===== src/rtl/clksrc_pkg.sv =====
package clksrc_pkg;

   localparam int REG_W = 16;

   typedef enum logic [1:0] {
      SRC_MAIN = 2'b00,
      SRC_PLL  = 2'b01,
      SRC_SUB  = 2'b10
   } src_e;

   typedef struct packed {
      logic [1:0] ws;
      logic       scs;
      logic       mcs;
      logic [1:0] cs;
   } cfg_t;

   localparam cfg_t CFG_RST = '{ws: 2'b11, scs: 1'b1, mcs: 1'b1, cs: 2'b00};

   // Sub request outranks PLL request
   function automatic src_e decode_req(cfg_t c);
      if (!c.scs)      return SRC_SUB;
      else if (!c.mcs) return SRC_PLL;
      else             return SRC_MAIN;
   endfunction

endpackage


===== src/rtl/clksrc_cfg.sv =====
module clksrc_cfg
   import clksrc_pkg::*;
(
   input  logic             clk,
   input  logic             rst_n,
   input  logic             we,
   input  logic             addr,
   input  logic [REG_W-1:0] wdata,
   output cfg_t             cfg,
   output logic             mul_hi
);

   localparam int WS_LO  = 12;
   localparam int SCS_B  = 11;
   localparam int MCS_B  = 10;
   localparam int CS_LO  = 8;
   localparam int HI_B   = 8;

   logic unused_wbits;
   assign unused_wbits = ^{wdata[15:14], wdata[7:0]};

   logic cs_blocked;
   logic hi_blocked;

   // a write that would form code 111 keeps the targeted field
   assign cs_blocked = mul_hi && (wdata[CS_LO +: 2] == 2'b11);
   assign hi_blocked = wdata[HI_B] && (cfg.cs == 2'b11);

   always_ff @(posedge clk or negedge rst_n) begin
      if (!rst_n) begin
         cfg    <= CFG_RST;
         mul_hi <= 1'b0;
      end else if (we) begin
         if (!addr) begin
            cfg.ws  <= wdata[WS_LO +: 2];
            cfg.scs <= wdata[SCS_B];
            cfg.mcs <= wdata[MCS_B];
            if (!cs_blocked) cfg.cs <= wdata[CS_LO +: 2];
         end else if (!hi_blocked) begin
            mul_hi <= wdata[HI_B];
         end
      end
   end

endmodule


===== src/rtl/clksrc_wait.sv =====
module clksrc_wait
   import clksrc_pkg::*;
#(
   parameter int E0        = 10,
   parameter int E1        = 13,
   parameter int E2        = 17,
   parameter int E3P       = 16,
   parameter int E3O       = 15,
   parameter bit LOCK_GATE = 1'b1
) (
   input  logic       clk,
   input  logic       rst_n,
   input  src_e       req,
   input  logic [1:0] ws,
   input  logic       por,
   input  logic       pll_lock,
   output src_e       act
);

   localparam int EA   = (E0 > E1) ? E0 : E1;
   localparam int EB   = (E2 > E3P) ? E2 : E3P;
   localparam int EC   = (EA > EB) ? EA : EB;
   localparam int EMAX = (EC > E3O) ? EC : E3O;
   localparam int CW   = EMAX + 1;

   localparam logic [CW-1:0] LD0  = CW'((1 << E0) - 1);
   localparam logic [CW-1:0] LD1  = CW'((1 << E1) - 1);
   localparam logic [CW-1:0] LD2  = CW'((1 << E2) - 1);
   localparam logic [CW-1:0] LD3P = CW'((1 << E3P) - 1);
   localparam logic [CW-1:0] LD3O = CW'((1 << E3O) - 1);

   if (E0 < 1 || E1 < 1 || E2 < 1 || E3P < 1 || E3O < 1) begin : g_bad_lo
      $error("clksrc_wait: wait exponents must be at least 1");
   end
   if (EMAX > 30) begin : g_bad_hi
      $error("clksrc_wait: wait exponent above 30");
   end

   src_e          tgt;
   logic          busy;
   logic [CW-1:0] cnt;
   logic [CW-1:0] ld;
   logic          lock_ok;

   always_comb begin
      unique case (ws)
         2'b00:   ld = LD0;
         2'b01:   ld = LD1;
         2'b10:   ld = LD2;
         default: ld = por ? LD3P : LD3O;
      endcase
   end

   if (LOCK_GATE) begin : g_lock
      assign lock_ok = (tgt != SRC_PLL) || pll_lock;
   end else begin : g_nolock
      logic unused_lock;
      assign unused_lock = pll_lock;
      assign lock_ok     = 1'b1;
   end

   always_ff @(posedge clk or negedge rst_n) begin
      if (!rst_n) begin
         tgt  <= SRC_MAIN;
         act  <= SRC_MAIN;
         busy <= 1'b0;
         cnt  <= '0;
      end else if (req != tgt) begin
         tgt  <= req;
         cnt  <= ld;
         busy <= (req != act);
      end else if (busy) begin
         if (cnt != '0) begin
            cnt <= cnt - 1'b1;
         end else if (lock_ok) begin
            act  <= tgt;
            busy <= 1'b0;
         end
      end
   end

endmodule


===== src/rtl/clksrc_ctrl.sv =====
module clksrc_ctrl
   import clksrc_pkg::*;
#(
   parameter int E0        = 10,
   parameter int E1        = 13,
   parameter int E2        = 17,
   parameter int E3P       = 16,
   parameter int E3O       = 15,
   parameter bit LOCK_GATE = 1'b1
) (
   input  logic        clk,
   input  logic        rst_n,
   input  logic        bus_we,
   input  logic        bus_addr,
   input  logic [15:0] bus_wdata,
   output logic [15:0] bus_rdata,
   input  logic        rst_por,
   input  logic        pll_lock,
   output logic [1:0]  clk_sel,
   output logic [2:0]  mul_code
);

   cfg_t       cfg;
   logic       mul_hi;
   src_e       req_e;
   src_e       act_e;
   logic [1:0] req_src;

   clksrc_cfg u_cfg (
      .clk    (clk),
      .rst_n  (rst_n),
      .we     (bus_we),
      .addr   (bus_addr),
      .wdata  (bus_wdata),
      .cfg    (cfg),
      .mul_hi (mul_hi)
   );

   assign req_e   = decode_req(cfg);
   assign req_src = req_e;

   clksrc_wait #(
      .E0        (E0),
      .E1        (E1),
      .E2        (E2),
      .E3P       (E3P),
      .E3O       (E3O),
      .LOCK_GATE (LOCK_GATE)
   ) u_wait (
      .clk      (clk),
      .rst_n    (rst_n),
      .req      (req_e),
      .ws       (cfg.ws),
      .por      (rst_por),
      .pll_lock (pll_lock),
      .act      (act_e)
   );

   assign clk_sel  = act_e;
   assign mul_code = {mul_hi, cfg.cs};

   always_comb begin
      if (!bus_addr)
         bus_rdata = {act_e != SRC_SUB, act_e != SRC_PLL, cfg, 8'h00};
      else
         bus_rdata = {7'b0, mul_hi, 8'h00};
   end

endmodule


===== config.mk =====
export PLATFORM = sky130hd
export DESIGN_NAME = clksrc_ctrl
export DESIGN_NICKNAME = d
export VERILOG_FILES = /design/src/rtl/clksrc_pkg.sv /design/src/rtl/clksrc_cfg.sv /design/src/rtl/clksrc_wait.sv /design/src/rtl/clksrc_ctrl.sv
export SDC_FILE = /design/constraint.sdc
export NUM_CORES = 1
export LEC_CHECK = 0
export BUFFER_PORTS_ARGS = -buffer_cell sky130_fd_sc_hd__buf_2
export CORE_ASPECT_RATIO = 2
export CORE_MARGIN = 2
export CORE_UTILIZATION = 57
export DETAILED_ROUTE_END_ITERATION = 6
export GPL_TIMING_DRIVEN = 0
export PLACE_DENSITY = 0.89
export SETUP_SLACK_MARGIN = 0.05
export SLEW_MARGIN = 20
export SYNTH_ARGS = -nofsm -noshare
export SYNTH_HDL_FRONTEND = slang
export SYNTH_SLANG_ARGS = --single-unit
export TNS_END_PERCENT = 30

===== constraint.sdc =====
create_clock -name clk -period 4.25 [get_ports clk]
set_input_delay 0.85 -clock clk [delete_from_list [all_inputs] [get_ports clk]]
set_output_delay 0.85 -clock clk [all_outputs]
set_load 0.02 [all_outputs]

## Word-level counts from Yosys, hierarchy flattened

Cells that the tools add are included.

| word-level totals | value |
|---|---|
| register bits | 30 |
| input port bits | 22 |

| cells by class | value |
|---|---|
| add/sub/neg operators | 1 |
| eq/ne operators | 9 |
| multiplexer cells | 12 |
| bitwise gates (word level) | 5 |
| reduce and logical (&&, ||, !) cells | 12 |

Operator list:

| cell | number |
|---|---|
| 18-bit 2-to-1 mux | 3 |
| 18-bit one-hot mux with 3 select lines | 1 |
| 16-bit 2-to-1 mux | 2 |
| 18-bit nonzero test | 1 |
| 18-bit by 1-bit subtractor with 18-bit output, second input constant | 1 |
| 2-bit equality test, second input constant | 3 |
| 3-bit AND reduction | 2 |
| 1-bit 2-to-1 mux | 5 |
| 1-bit inverter | 5 |
| 2-bit by 1-bit != test with 1-bit output, second input constant | 2 |
| 2-bit != test | 2 |
| 2-bit AND reduction | 2 |
| 4-bit AND reduction | 1 |
| 2-bit nonzero test | 2 |
| 2-bit by 1-bit equality test with 1-bit output, second input constant | 1 |
| 1-bit logical AND | 2 |
| 2-bit logical NOT | 1 |
| 2-bit 2-to-1 mux | 1 |
| 2-bit != test, second input constant | 1 |
| 1-bit logical OR | 1 |

## Longest topological paths before layout

| depth | value |
|---|---|
| depth after elaboration | 6 |
| mapped depth | 6 |

## Cells and area by module

From an unflattened synthesis, not the netlist that was laid out.

| second synthesis, totals | value |
|---|---|
| cells, all modules | 202 |
| area total of the unflattened synthesis | 1859.3 um^2 |

By module, submodules not included:

| module | times used | cells each | area an instance (um^2) | seq. area each (um^2) |
|---|---|---|---|---|
| clksrc_wait | 1 | 151 | 1405.1 | 575.6 |
| clksrc_cfg | 1 | 29 | 304.0 | 180.2 |
| clksrc_ctrl | 1 | 22 | 150.1 | 0.0 |

## Worst setup path after synthesis

OpenSTA, ideal clock, no wires.

| path | value |
|---|---|
| path type | in2out |
| start point | input bus_addr |
| end point | output bus_rdata[8] |
| data arrival time | 1.530 ns |
| required time | 3.400 ns |
| setup slack | 1.870 ns |
| stages on the path | 2 |
| path buffers | 1 |
| cell sequence | clkbuf_1 > mux2_2 |

| between the ends | value |
|---|---|
| longest elaborated chain between the ends | 1 |

RTL lines:

| item | line | RTL |
|---|---|---|
| from (decl) | clksrc_ctrl.sv:14 | `input logic bus_addr,` |
| 16-bit 2-to-1 mux | clksrc_ctrl.sv:63 | `if (!bus_addr)` |
| to (decl) | clksrc_ctrl.sv:16 | `output logic [15:0] bus_rdata,` |

No other way between the ends.

## Worst setup path after layout

Ends and elaborated chain as after synthesis.

==> flow_summary.yaml <==
outcome:
  run_status: "completed"
floorplanning:
  start_util: 0.600
  dieHeight_um: 83.2
  io_pins: 43
  row_count: 28
  dieArea_um2: 3630
  die_x_um: 43.6
  core_um2: 2980
power:
  p_sw_frac: 0.313
  p_sw_mw: 0.277
  p_int_mw: 0.607
  p_seq_frac: 0.436
  vdd_drop_max_uv: 400
  p_per_area_nw_per_um2: 423
  p_clk_frac: 0.340
  p_comb_frac: 0.224
  cellLeakagePower_nw: 0.845
global_route:
  grt_pass1_vias: 1660
  track_usage: 0.256
  overflow: 0
  antenna_found_initial: 0
  grt_max_degree: 31
  grt_pass1_wl_um: 7120
clocking:
  cts.clk_slew.worst_paths_ns: 0.06
  postCtsHoldBufs: 0
  clkLatencyLatePin_ns: 0.29
  cts_buffers: 5
  cts_buffer_depth: 2
  htreeDepth: 2
  post_cts_resized: 0
  cts_root_buf: "clkbuf_8"
  post_cts_buffers: 0
  cts_tree: "built"
  numClockSinks: 30
detailed_routing:
  drt_iter0_drc: 68
  wl_per_cell_um: 16.3
  wl_um: 4250
  dr_total_vias: 1587
  ant_nets: 0
  drc: 0
  viasPerCell: 6.10
  dr.pass1.iters: 4
setup_path:
  start_kind: "primary input"
  crit_arrival_ns: 1.83
  crit_type: "in -> out"
  cp_max_fo: 10
  crit_required_ns: 3.40
  end_kind: "output port"
yosys:
  ys_top_cells_by_area: "dfrtp_1, dfstp_2, buf_4, mux2i_1, o31ai_1"
  yosys_register_bits: 30
  syn_inst: 191
  netlist_area_um2: 1790
  synth-main-ff-cell: "dfrtp_1"
  synth-xor-area-share: 0.00490
  synth_cell_type_count: 45
  synth_top_family_by_area: "simple AND/OR/NAND/NOR gates"
  synth-simple-area-share: 0.267
  synth-async-reset-ratio: 1.00
  synth_top_area_frac: 0.364
  synth_compound_area_frac: 0.176
  synth_warnings: 0
  synth_fa_ha_area_frac: 0.00700
  synth_largest_area_cell: "dfrtp_1"
  yosysSeqAreaShare: 0.423
  synth_edf_count: 0
  synthMuxAreaShare: 0.0462
  syn_area_per_cell_um2: 9.36
placement:
  hpwl_um: 3150
  placed_cell_area_um2: 1970
  globalplace.congestion: 0.842
  io_buffers: 24
  dp_cells: 252
final_layout:
  fillerInstances: 220
  final_cell_count_no_fill: 260
  layout_commonest_cell: "dfrtp_1"
  diodes: 0
  nets: 252
  final_cell_mix: "dfrtp_1, buf_2, nor2_1, nand2_1, buf_4"
  area_growth_pct: 16.8
  drive_above_1_share: 0.243
  final_area_um2: 2090
sta:
  maxSlewViolCount: 0
  relSlewSlack: 0.551
  finalCritPeriodShare: 0.630
  rsz0062_at_grt: "false"
  min_period_ns: 2.68
  hold_viol: 0
  skew_ns: 0.0129
  setup_viol: 0
  fin_setup_tns_ns: 0
  fmax_mhz: 373
  worst_slew_pin_slew_ns: 0.673
job:
  cap_viol_max_count: 0
min_path:
  hp-class: "reg -> reg"
[cell type report]
cell class                 instances  area [um^2]  area share
tap                               30         37.5      0.0180
timing repair buffer              24          120      0.0575
clock buffer                       7         86.3      0.0413
inverter                           8         30.0      0.0144
sequential                        30          756       0.362
clock inverter                     1         30.0      0.0144
buffer                            16          103      0.0491
multi-input combinational        144          926       0.443
[layer usage]
metal | vias up | part of all wire | global-route usage | wire length (um)
met4 | 0 | 0.034 | 0.160 | 146
met3 | 14 | 0.043 | 0.0478 | 182
li1 | 765 | - | - | -
met1 | 747 | 0.35 | 0.262 | 1510
met2 | 61 | 0.57 | 0.445 | 2410
met5 | - | 0 | 0 | 0
[cells in the mapped netlist, types with 3 or more instances]
cell      instances
nand2_1          13
dfrtp_1          26
nor2_1           13
or4_1             5
nor3b_1           4
mux2i_1           6
or3_1             6
nor4bb_1          3
buf_4            11
o21ai_0           7
inv_1             8
dfstp_2           4
a21oi_1          10
clkbuf_1          4
a211o_1           3
a31oi_1           6
nor2b_1           4
nor3_1            7
nand3_1           5
and2_1            6
o31ai_1           7
o22a_1            3
[registers in the layout (all words and copies together) (netlist names)]
register / flops
u_wait.cnt: 18
u_cfg.cfg: 6
u_wait.act: 2
u_wait.tgt: 2
u_cfg.mul_hi: 1
u_wait.busy: 1
[stage by stage]
stage	hold WS [ns]	setup WS [ns]	power (mW)	utilization
final	0.514	1.57	0.883	0.701
after global routing	0.552	1.52	0.922	0.701
after CTS	0.517	1.58	0.881	0.701
after detailed placement	0.505	1.58	0.584	0.662
after global placement	0.483	1.58	0.573	0.662
after floorplan	0.464	1.87	0.519	-
[final timing paths]
kind,startpoint,to,slack (ns),depth (start not counted)
min in group asynchronous,rst_n,u_cfg.cfg[1]$_DFFE_PN0P_,0.60,1
worst max register to register,u_wait.cnt[0]$_DFFE_PN0P_,u_wait.cnt[16]$_DFFE_PN0P_,1.85,6
worst min register to register,u_cfg.cfg[2]$_DFFE_PN1P_,u_cfg.cfg[2]$_DFFE_PN1P_,0.51,2
worst max-delay path,bus_addr,bus_rdata[8],1.57,4
worst min-delay path,u_cfg.cfg[2]$_DFFE_PN1P_,u_cfg.cfg[2]$_DFFE_PN1P_,0.51,2
max in group asynchronous,rst_n,u_wait.cnt[14]$_DFFE_PN0P_,3.21,1
[worst max-delay path, cell delays in order]
cell	delay, ns
buf_2	0.08
clkbuf_1	0.36
mux2_2	0.38
buf_2	0.16
[cell families (layout without fill, tap and decap cells)]
group           count (synthesis)  in the layout
other cells                     1              8
compound gates                 46             46
xor+xnor                        1              1
fa+ha+maj                       1              1
mux                             8              8
simple gates                   80             80
buf+inv                        24             56
flops                          30             30
[power by group through the flow]
| stage | clock (mW) | sequential (mW) | combinational [mW] |
|---|---|---|---|
| 2_1_floorplan | 0 | 0.371 | 0.148 |
| 3_3_place_gp | 0 | 0.384 | 0.189 |
| 3_5_place_dp | 0 | 0.387 | 0.197 |
| 4_1_cts | 0.301 | 0.383 | 0.198 |
| 5_1_grt | 0.311 | 0.390 | 0.220 |
| 6_report | 0.300 | 0.385 | 0.198 |
No activity file was read; power rests on OpenSTA's default activity.
